## config.mk

```make
export PLATFORM = sky130hd
export DESIGN_NAME = ns_timebase
export DESIGN_NICKNAME = d
export VERILOG_FILES = /design/src/rtl/ns_timebase.sv
export SDC_FILE = /design/constraint.sdc
export NUM_CORES = 1
export LEC_CHECK = 0
export ABC_AREA = 1
export BUFFER_PORTS_ARGS = -buffer_cell sky130_fd_sc_hd__buf_2
export CAP_MARGIN = 20
export CORE_MARGIN = 3
export CORE_UTILIZATION = 30
export CTS_CLUSTER_SIZE = 25
export DETAILED_ROUTE_END_ITERATION = 6
export GPL_TIMING_DRIVEN = 0
export SYNTH_ARGS = -nofsm -noshare
export SYNTH_HDL_FRONTEND = slang
export SYNTH_SLANG_ARGS = --single-unit
```

## constraint.sdc

```tcl
create_clock -name clk -period 4.25 [get_ports clk]
set_clock_uncertainty 0.15 [all_clocks]
set_input_delay 0.425 -clock clk [delete_from_list [all_inputs] [get_ports clk]]
set_output_delay 0.425 -clock clk [all_outputs]
set_load 0.01 [all_outputs]
```

## src/rtl/ns_timebase.sv

```systemverilog
module ns_timebase #(
  parameter int TW = 64,
  parameter int AW = 32,
  parameter int IW = 8,
  parameter int PW = 32,
  parameter int DW = 16,
  parameter int NA = 2
) (
  input  logic          clk,
  input  logic          rst_n,
  input  logic          time_we,
  input  logic [TW-1:0] time_wdata,
  input  logic          addend_we,
  input  logic [AW-1:0] addend_wdata,
  input  logic          incr_we,
  input  logic [IW-1:0] incr_wdata,
  input  logic [NA-1:0] alarm_we,
  input  logic [TW-1:0] alarm_wdata,
  input  logic [NA-1:0] alarm_clr,
  input  logic          period_we,
  input  logic [PW-1:0] period_wdata,
  input  logic          divn_we,
  input  logic [DW-1:0] divn_wdata,
  input  logic          tx_strobe,
  input  logic          tx_ack,
  input  logic          rx_strobe,
  input  logic          rx_ack,
  output logic [TW-1:0] time_now,
  output logic [TW-1:0] tx_stamp,
  output logic          tx_valid,
  output logic [TW-1:0] rx_stamp,
  output logic          rx_valid,
  output logic [NA-1:0] alarm_flag,
  output logic          pulse_out,
  output logic          div_clk
);

  logic [AW-1:0] acc, addend;
  logic [IW-1:0] incr;
  logic [AW:0]   acc_sum;
  assign acc_sum = {1'b0, acc} + {1'b0, addend};

  always_ff @(posedge clk) begin
    if (!rst_n) begin
      time_now <= '0;
      acc      <= '0;
      addend   <= '0;
      incr     <= '0;
    end else begin
      if (time_we) begin
        time_now <= time_wdata;
        acc      <= '0;
      end else begin
        acc <= acc_sum[AW-1:0];
        if (acc_sum[AW]) time_now <= time_now + TW'(incr);
      end
      if (addend_we) addend <= addend_wdata;
      if (incr_we)   incr   <= incr_wdata;
    end
  end

  assert_load_R3: assert property (@(posedge clk) disable iff (!rst_n)
    time_we |=> time_now == $past(time_wdata));
  assert_step_R2: assert property (@(posedge clk) disable iff (!rst_n)
    !time_we |=> (time_now == $past(time_now)) ||
                 (time_now == $past(time_now) + TW'($past(incr))));

  // Alarms
  for (genvar g = 0; g < NA; g++) begin : g_alarm
    logic [TW-1:0] tgt;
    logic          armed, flag, hit;
    assign hit = armed && (time_now >= tgt);
    assign alarm_flag[g] = flag;

    always_ff @(posedge clk) begin
      if (!rst_n) begin
        tgt   <= '0;
        armed <= 1'b0;
        flag  <= 1'b0;
      end else begin
        if (alarm_we[g]) begin
          tgt   <= alarm_wdata;
          armed <= 1'b1;
        end else if (hit) armed <= 1'b0;
        if (hit)               flag <= 1'b1;
        else if (alarm_clr[g]) flag <= 1'b0;
      end
    end

    assert_oneshot_R4: assert property (@(posedge clk) disable iff (!rst_n)
      (hit && !alarm_we[g]) |=> (flag && !armed));
    assert_clear_R5: assert property (@(posedge clk) disable iff (!rst_n)
      (alarm_clr[g] && !hit) |=> !flag);
  end

  // Periodic pulse
  logic [PW-1:0] pper, pcnt;
  always_ff @(posedge clk) begin
    if (!rst_n) begin
      pper <= '0; pcnt <= '0; pulse_out <= 1'b0;
    end else if (time_we) begin
      pcnt <= '0; pulse_out <= 1'b0;
    end else if (period_we) begin
      pper <= period_wdata; pcnt <= '0; pulse_out <= 1'b0;
    end else if (pper != '0 && pcnt == pper - 1'b1) begin
      pcnt <= '0; pulse_out <= 1'b1;
    end else begin
      pcnt <= pcnt + 1'b1; pulse_out <= 1'b0;
    end
  end

  assert_pulse_off_R6: assert property (@(posedge clk) disable iff (!rst_n)
    pulse_out |-> pper != '0);

  // Divide-by-N clock
  logic [DW-1:0] divn, dcnt, n_eff;
  assign n_eff   = (divn < DW'(2)) ? DW'(2) : divn;
  assign div_clk = dcnt >= (n_eff >> 1);
  always_ff @(posedge clk) begin
    if (!rst_n) begin
      divn <= DW'(2); dcnt <= '0;
    end else begin
      if (divn_we) divn <= divn_wdata;
      if (time_we || divn_we)       dcnt <= '0;
      else if (dcnt >= n_eff - 1'b1) dcnt <= '0;
      else                           dcnt <= dcnt + 1'b1;
    end
  end

  assert_div_range_R7: assert property (@(posedge clk) disable iff (!rst_n)
    dcnt < n_eff);

  // Timestamp capture
  always_ff @(posedge clk) begin
    if (!rst_n) begin
      tx_stamp <= '0; tx_valid <= 1'b0;
      rx_stamp <= '0; rx_valid <= 1'b0;
    end else begin
      if (tx_strobe && (!tx_valid || tx_ack)) begin
        tx_stamp <= time_now; tx_valid <= 1'b1;
      end else if (tx_ack) tx_valid <= 1'b0;
      if (rx_strobe && (!rx_valid || rx_ack)) begin
        rx_stamp <= time_now; rx_valid <= 1'b1;
      end else if (rx_ack) rx_valid <= 1'b0;
    end
  end

  assert_tx_hold_R8: assert property (@(posedge clk) disable iff (!rst_n)
    (tx_valid && !tx_ack) |=> $stable(tx_stamp));
  assert_rx_hold_R8: assert property (@(posedge clk) disable iff (!rst_n)
    (rx_valid && !rx_ack) |=> $stable(rx_stamp));

endmodule

```

== Yosys cells after proc, flatten, opt, wreduce, memory -nomap -nowiden ==
Index checks and enable logic that the tools add are counted.
W data, S select, Z words.
Cells by class
  add/subtract/negate cells: 6
  $lt $le $gt $ge: 5
  equality and inequality tests: 1
  muxes and demuxes: 16
  bitwise logic cells: 2
  reductions and logical operators: 23
Operators with widths (count)
  $ge A64 B64 Y1: 2
  $mux W64: 2
  $add A64 B8 Y64: 1
  $add A32 B32 Y33: 1
  $add A32 B1 Y32 const B: 1
  $eq A32 B32 Y1: 1
  $reduce_bool A32 Y1: 1
  $sub A32 B1 Y32 const B: 1
  $add A16 B1 Y16 const B: 1
  $ge A16 B15 Y1: 1
  $ge A16 B16 Y1: 1
  $lt A16 B2 Y1 const B: 1
  $mux W16: 1
  $sub A16 B1 Y16 const B: 1
  $reduce_bool A2 Y1: 7
  $mux W1: 13
  $reduce_or A3 Y1: 2
  $logic_and A1 B1 Y1: 5
  $reduce_or A4 Y1: 1
  $logic_or A1 B1 Y1: 3
  $logic_not A1 Y1: 2
  $not A1 Y1: 2
  $reduce_and A2 Y1: 1
  $reduce_or A2 Y1: 1
Storage, ports and cells
  register bits: 495
  input port bits: 231
  output and inout port bits: 198
  word-level logic and storage cells: 72

== Logic depth before layout (Yosys ltp) ==
Gate-level depths: netlist of the first run.
  word-level depth: 5
  gate-level depth with buffers: 22
  gate-level depth less buffers: 21

== Worst setup path before layout of the first run ==
No wires, ideal clock.
  path type: register to register
  start: reg divn[7]
  end: reg dcnt[11]
  setup time: 128 ps
  arrival: 3027 ps
  data required time: 3972 ps
  setup slack: 945 ps
  stages on the path, launching flop included: 22
  path buffers: 1
  clock period less this slack: 3305 ps
  cells stage by stage: dfxtp_1 > inv_1 > and3_1 > nand4_1 > nand2_1 > inv_1 > ha_1 > nand2_1 > inv_1 > nand4_1 > nor3_1 > nand3_1 > xor2_1 > ha_1 > nand2_1 > inv_1 > nand3_1 > nor3_1 > nand3_1 > nand4_1 > clkbuf_1 > nor2_1
On the way
  word-level cells in the longest chain between the ends: 5
Ends and longest elaborated chain
  start, declared: line 116  | logic [DW-1:0] divn, dcnt, n_eff;
  start signal, assigned: line 123  | if (divn_we) divn <= divn_wdata;
  $lt A16 B2 Y1: line 117  | assign n_eff = (divn < DW'(2)) ? DW'(2) : divn;
  $mux W16 (*): line 117
  $sub A16 B1 Y16 (*): line 125  | else if (dcnt >= n_eff - 1'b1) dcnt <= '0;
  $ge A16 B16 Y1 (*): line 125
  $reduce_or A3 Y1 (no line) (*)
  end signal, assigned: line 126  | else dcnt <= dcnt + 1'b1;
  end, declared: line 116
Mark *: on every way between the ends. The rest lies on a longest branch, timed or not.
A chain may end at the register's enable or synchronous reset.

== Worst setup path in the final report of the first run ==
  start: reg divn[11]
  end: reg dcnt[6]
The elaborated chain is that of the path after synthesis.

==> results by group, run 1 <==
Run status
  – Outcome: completed

Timing
  – Fin Hold WS: 22.7 ps
  – Slew of the pin with the lowest slew margin: about 1100 ps
  – Final Hold Fails: 0
  – Final cycle utilization of the critical path: 0.910
  – Final-report max-slew violation count: 0
  – Fmax: 259 MHz
  – Rel. slew slack: 0.264
  – RSZ-0062 raised after global routing: no
  – Endpoints failing setup: 0
  – Setup TNS: 0 ps
  – Min Tclk post-route: 3870 ps

Setup path
  – Slowest CP cell: dfxtp_1
  – CP dominant cell by count: inv_1
  – CP Class: register to register
  – Worst Path Arrival: about 4300 ps
  – Worst-path maximum fanout: 10
  – Crit end category: register
  – Worst-path cell chain: inv_1 > nand3_1 > nor2_1 > nand4_1 > nand2_1 > ha_1 > nand2_1 > inv_1 > nand4_1 > nor3_1 > nand3_1 > xor2_1 > ha_1 > nand2_1 > inv_1 > nand3_1 > inv_1 > a21oi_1 > nand4_1 > clkbuf_2 > a21oi_1
  – R2R setup slack: 380 ps
  – Crit path launch type: register
  – CP peak stage delay: 330 ps
  – CP required: 4650 ps

Logic synthesis
  – Net Count, Synth: roughly 4,300
  – Seq cells post-synth: around 500
  – Number of synthesized flops with an enable pin: 0
  – Post-Synthesis Cells: 3,819
  – Top cell type's share of synthesized area: 0.368
  – Top cells by area, synth: dfxtp_1 37%, ha_1 9.4%, o21ai_0 9.0%, a21oi_1 8.8%, nand2_1 7.9%
  – Synth cell count leaders: 569 x nand2_1, 498 x nor2_1, 495 x dfxtp_1
  – Synth cell types: 48
  – Syn Area/Cell: 7.04 µm²
  – Synth area leader: dfxtp_1
  – Seq/Total Area, Yosys: 0.368
  – Asr flop ratio synth: 0
  – Count leader, synth: nand2_1
  – Ys Warns: 0
  – Post-Synthesis Cell Area: between 20,000 and 30,000 µm²
  – Top FF cell, synth: dfxtp_1

Clocking
  – CTS root buf: clkbuf_16
  – H-tree depth: 2
  – CTS Buffer Depth: 3
  – CTS tree: built
  – TritonCTS buffer count: 60
  – Clock net sink count: 495
  – Clock-pin slew on the worst setup and hold paths: 60 ps
  – Later-pin clock latency in the skew report: 640 ps

Detailed routing
  – DRT iter0 DRCs: 2,245
  – Via density: 4.97
  – DR WL/cell: 19.6 µm
  – Routed wire length: around 110,000 µm
  – Detailed-route via count: 28,500
  – Post-route ant nets: 0
  – Drt first pass iters: 7
  – Residual DRC: 0

Die
  – Die Ht: 305 µm
  – Die footprint: between 90,000 and 100,000 µm²
  – Area of the core: just under 90,000 µm²
  – Rows: 109
  – Initial core utilization: 0.303
  – Num ports: 429
  – Die Wd: 305 µm

Run
  – MaxCap Viol Count: 0

Power and ir drop
  – Pwr per Cell Area: between 300 and 400 nW/µm²
  – Clock share of power: 0.419
  – Logic pwr share: 0.175
  – Switching share of power: 0.303
  – Peak VDD IR: approximately 320 µV
  – NetSw: 0.00394 W
  – Int Power: ~0.0091 W
  – Pleak: 15.9 nW
  – Sequential share of power: 0.406

Global routing
  – Largest net degree at the start of global routing: 16
  – Total congestion overflow: 0
  – Number of global-route vias before repair: 26,900
  – First-pass GRT wire length: between 150,000 and 200,000 µm
  – Initial antenna violation count: 30
  – GR Util All Layers: 0.232

Placement
  – DP Area: just over 30,000 µm²
  – Dpl cells: 5,411
  – HPWL after detailed placement: 88,500 µm
  – I/O Buffers: between 400 and 500
  – Gpl congestion: 0.980

Cells and area
  – Design area: 34,700 µm²
  – Post-layout nets: 4,957
  – Non-filler instance count after layout: 5,745
  – Share of post-route cells with drive strength above 1: 0.129
  – Area Growth Syn to Fin: 29.1%

Hold path
  – Hold Crit Class: input pin to register
[cells in the final DEF, fill, tap and decap left out, types with 7 or more instances in the layout]
| cell type | count |
|---|---|
| a31oi_1 | 9 |
| nand2_1 | 569 |
| xnor2_1 | 23 |
| or2_2 | 9 |
| clkbuf_8 | 9 |
| mux2i_1 | 16 |
| xor2_1 | 90 |
| o21a_1 | 7 |
| nor4_1 | 13 |
| dfxtp_1 | 495 |
| nor2_2 | 15 |
| buf_2 | 434 |
| nor3_1 | 43 |
| diode_2 | 15 |
| a21o_1 | 9 |
| nor2_1 | 498 |
| nand3_1 | 149 |
| clkbuf_16 | 61 |
| clkbuf_1 | 137 |
| nand3b_1 | 8 |
| inv_1 | 447 |
| clkinv_2 | 10 |
| a21oi_1 | 473 |
| bufinv_16 | 8 |
| dlygate4sd3_1 | 210 |
| o21ai_0 | 482 |
| nand4_1 | 48 |
| ha_1 | 203 |
[per-layer routing]
layer  up-vias  track usage  routed length, µm
li1      14000            -                  -
met1     13100        0.307              49300
met2      1107        0.370              48700
met3       276       0.0412               8600
met4        20        0.103               5650
met5         -            0                137
[flip-flops by register name, summed over array words and instances, names as in the netlist, 16 cells and up]
signal and count:
addend 32, g_alarm.tgt 128, pper 32, time_now 64, pcnt 32, tx_stamp 64, dcnt 16, rx_stamp 64
divn 16, acc 32
[final cells by class]
cell class / count / area [µm²]
plain buffers: 150 / 617
fillers: 9355 / 53900
inverters: 453 / 1700
clock inverters: 28 / 374
multi-input cells: 2721 / 14700
repair buffers: 640 / 4270
diodes: 15 / 37.5
clock buffers: 78 / 1680
flip-flops and latches: 495 / 9910
well taps: 1165 / 1460
[path summary, 6_finish.rpt]
path / end / start / depth (start not counted)
setup / recovery: dcnt[6] / divn[11] / 21
hold / removal: incr[5] / incr_we / 3
setup reg to reg: dcnt[6] / divn[11] / 21
hold reg to reg: g_alarm[0].tgt[57] / g_alarm[0].tgt[57] / 2
[critical path, delay by kind of cell, from the launching register on]
kind                       cells  cell delay [ps]
DFF                            1              330
and+or+nand+nor               11             1680
AOI/OAI and AO/OA              2              350
buffers and inverters          5              650
xor gates and xnor gates       1              170
adders and majority gates      2              440
[per-stage QoR]
stage | total power [W] | setup slack [ps] | utilization
final | 0.0130 | 383 | 0.392
after floorplan | 0.00653 | 945 | -
after global placement | 0.00743 | 209 | 0.344
after CTS | 0.0131 | 135 | 0.391
after global routing | 0.0136 | 26.5 | 0.392
after detailed placement | 0.00746 | 157 | 0.344
[power by group through the flow]
stage	registers [W]	logic (W)	clock network, W
4_1_cts	0.00527	0.00226	0.00552
3_5_place_dp	0.00537	0.00209	0
3_3_place_gp	0.00537	0.00206	0
5_1_grt	0.00530	0.00256	0.00572
6_report	0.00528	0.00228	0.00545
2_1_floorplan	0.00528	0.00124	0
[kinds of logic (layout without fill, tap and decap cells)]
family                     Yosys count  in the layout  synth area share
and+or+nand+nor                   1381           1381             0.215
AOI/OAI and AO/OA                 1006           1006             0.192
buffers and inverters              603           1349            0.0861
DFF                                495            495             0.368
adders and majority gates          205            205            0.0959
xor gates and xnor gates           113            113            0.0368
muxes                               16             16           0.00595
other                                0             15                 0
[timing repair]
| item | CTS | global route |
|---|---|---|
| setup endpoints to repair | 0 | 10 |
| gates resized for setup | 0 | 3 |
| hold endpoints to repair | 261 | 0 |
| setup buffers | 0 | 3 |
| hold buffers | 210 | 0 |
No activity file was read; power rests on OpenSTA's default activity.
==> run 2, diff against run 1 <==
--- a/config.mk
+++ b/config.mk
@@ -7,12 +7,13 @@
 export LEC_CHECK = 0
 export ABC_AREA = 1
 export BUFFER_PORTS_ARGS = -buffer_cell sky130_fd_sc_hd__buf_2
-export CAP_MARGIN = 20
+export CAP_MARGIN = 10
 export CORE_MARGIN = 3
 export CORE_UTILIZATION = 30
 export CTS_CLUSTER_SIZE = 25
 export DETAILED_ROUTE_END_ITERATION = 6
 export GPL_TIMING_DRIVEN = 0
+export RECOVER_POWER = 25
 export SYNTH_ARGS = -nofsm -noshare
 export SYNTH_HDL_FRONTEND = slang
 export SYNTH_SLANG_ARGS = --single-unit
==> results by group, run 2 (same netlist as run 1, synthesis figures left out) <==
Timing
  – Fin Hold WS: 28.5 ps (+5.74 ps)
  – Endpoints failing setup: 0 (unchanged)
  – Final-report max-slew violation count: 0 (unchanged)
  – Min Tclk post-route: 3820 ps (-41.9 ps)
  – RSZ-0062 raised after global routing: no
  – Final Hold Fails: 0 (unchanged)
  – Fmax: 261 MHz (+1.1%)
  – Final cycle utilization of the critical path: 0.900 (-0.00985)
  – Slew of the pin with the lowest slew margin: 1230 ps (+130 ps)
  – Rel. slew slack: 0.177 (-0.0865)
  – Setup TNS: 0 ps (unchanged)

Clocking
  – CTS Buffer Depth: 3 (unchanged)
  – CTS tree: built
  – TritonCTS buffer count: 59 (-1.7%)
  – H-tree depth: 2 (unchanged)
  – CTS root buf: clkbuf_16
  – Clock net sink count: 495 (unchanged)
  – Later-pin clock latency in the skew report: 630 ps (about the same)
  – Clock-pin slew on the worst setup and hold paths: 60 ps (about the same)

Die
  – Area of the core: 88,600 µm² (unchanged)
  – Die Wd: 305 µm (unchanged)
  – Initial core utilization: 0.303 (unchanged)
  – Num ports: 429 (unchanged)
  – Rows: 109 (unchanged)
  – Die footprint: 93,300 µm² (unchanged)
  – Die Ht: 305 µm (unchanged)

Power and ir drop
  – Pleak: 15.2 nW (-4.0%)
  – Peak VDD IR: 404 µV (+27%)
  – Pwr per Cell Area: 370 nW/µm² (-1.1%)

Hold path
  – Hold path depth: 3 (unchanged)
  – Hold path start: incr_we
  – Hold Crit Class: input pin to register
  – Hold EP: incr[0]

Global routing
  – Grt met1 use: 0.304 (-0.00250)
  – Grt met3 use: 0.0463 (+0.00506)
  – Total congestion overflow: 0 (unchanged)
  – Initial antenna violation count: 32 (+6.7%)
  – Number of global-route vias before repair: 26,800 (-0.37%)
  – GR Util All Layers: 0.232 (about the same)
  – Grt peak-use layer: met2
  – First-pass GRT wire length: 165,000 µm (-0.42%)
  – Largest net degree at the start of global routing: 16 (unchanged)
  – Met2 Use GR: 0.370 (about the same)

Cells and area
  – Largest register FFs: 128 (unchanged)
  – Largest Register: g_alarm.tgt
  – Most common cell after layout, fill and taps aside: nand2_1
  – Finished Core Util: 0.389 (-0.00318)
  – Post-layout nets: 4,953 (-0.081%)
  – Highest-count cells in the layout ignoring fill and taps: 569 x nand2_1, 498 x nor2_1, 495 x dfxtp_1, 482 x o21ai_0, 473 x a21oi_1
  – Area Growth Syn to Fin: 28.1%
  – Share of post-route cells with drive strength above 1: 0.0944 (-0.0346)

Placement
  – I/O Buffers: 426 (unchanged)
  – HPWL after detailed placement: 88,500 µm (about the same)
  – Gpl congestion: 0.980 (unchanged)

Setup path
  – Worst r2r path cells: 22 (+4.8%)
  – Crit path launch type: register
  – Worst Path Arrival: 4190 ps (-70 ps)
  – Worst-path maximum fanout: 10 (unchanged)
  – Crit end category: register
  – R2r startpoint: divn[11]
  – CP required: 4610 ps (-40 ps)
  – Worst r2r dst: dcnt[15]
  – CP Class: register to register
  – R2R setup slack: 430 ps (+40 ps)

Detailed routing
  – Routed wire length: 112,000 µm (about the same)
  – Post-route ant nets: 0 (unchanged)
  – Drt first pass iters: 7 (unchanged)
  – Detailed-route via count: 28,600 (+0.26%)
  – Via density: 4.98 (+0.17%)
  – DR WL/cell: 19.6 µm (about the same)
  – DRT iter0 DRCs: 2,406 (+7.2%)
  – Residual DRC: 0 (unchanged)

Run
  – MaxCap Viol Count: 0 (unchanged)

Run status
  – Outcome: completed
==> run 2: cell types whose count changed in the layout (fill, tap and decap cells not counted), sizes merged <==
| cell | change |
|---|---|
| bufinv | -3 |
| buf | -154 |
| inv | -2 |
| diode | +6 |
| dlygate4sd3 | -1 |
| clkinvlp | -1 |
| clkbuf | +160 |
==> run 2: what timing repair did <==
item | 4_1_cts | 5_1_grt
resized for setup | 0 | 3
hold endpoints to repair | 263 | 0
setup endpoints to repair | 0 | 10
buffers inserted | 0 | 2
hold buffers | 209 | 0
==> run 2: per-layer routing <==
metal | up-vias | routed length [µm]
li1 | 14000 | -
met1 | 13300 | 48900
met2 | 1050 | 49100
met3 | 223 | 9070
met4 | 18 | 5190
met5 | - | 124
==> run 2: final cells by class <==
| type | count | area [µm²] |
|---|---|---|
| Clock inverter | 22 | 282 |
| Antenna cell | 21 | 52.6 |
| Sequential cell | 495 | 9910 |
| Fill cell | 9468 | 54200 |
| Tap cell | 1165 | 1460 |
| Clock buffer | 86 | 1700 |
| Timing Repair Buffer | 637 | 4050 |
| Inverter | 453 | 1700 |
| Multi-Input combinational cell | 2721 | 14700 |
| Buffer | 150 | 617 |
==> run 2: worst max path at each step <==
stage / from / end / slack (ps) / depth (start not counted)
floorplan: divn[7] / dcnt[11] / 950 / 21
global placement: divn[14] / dcnt[15] / 210 / 21
detailed placement: divn[14] / dcnt[15] / 130 / 21
CTS: divn[14] / dcnt[15] / 120 / 21
global route: divn[14] / dcnt[11] / 70 / 22
finish: divn[11] / dcnt[15] / 430 / 22
==> run 2: metrics by stage <==
| step | area [µm²] | power, W | cells | worst slack, ps |
|---|---|---|---|---|
| 2_1_floorplan | 26900 | 0.00653 | 3819 | 945 |
| 3_3_place_gp | 30500 | 0.00743 | 5410 | 209 |
| 3_5_place_dp | 30500 | 0.00746 | 5410 | 127 |
| 4_1_cts | 34600 | 0.0129 | 5727 | 118 |
| 5_1_grt | 34400 | 0.0133 | 5736 | 66.1 |
| 6_report | 34400 | 0.0128 | 5750 | 425 |
==> run 2: power breakdown <==
part,total [W],internal (W),switching [W],leakage [nW]
combinational,0.00225,0.000839,0.00141,10.2
clock,0.00523,0.00307,0.00215,0.969
sequential,0.00528,0.00495,0.000338,4.09
total,0.0128,0.00886,0.00390,15.2
==> run 2: worst max-delay path, cell delays in order, from the launching register on <==
cell      delay, ps
dfxtp_1         330
inv_1           150
nand3_1          90
nor2_1          170
nand4_1         160
nand2_1         140
ha_1            190
nand2_1         110
inv_1           110
nand4_1         160
nor3_1          300
nand3_1         150
xor2_1          170
ha_1            270
nand2_1          40
inv_1            60
nand3_1         100
nor3_2          180
nand3_1          90
nand4_1         100
buf_4           150
clkbuf_2        260
nor2_1           80
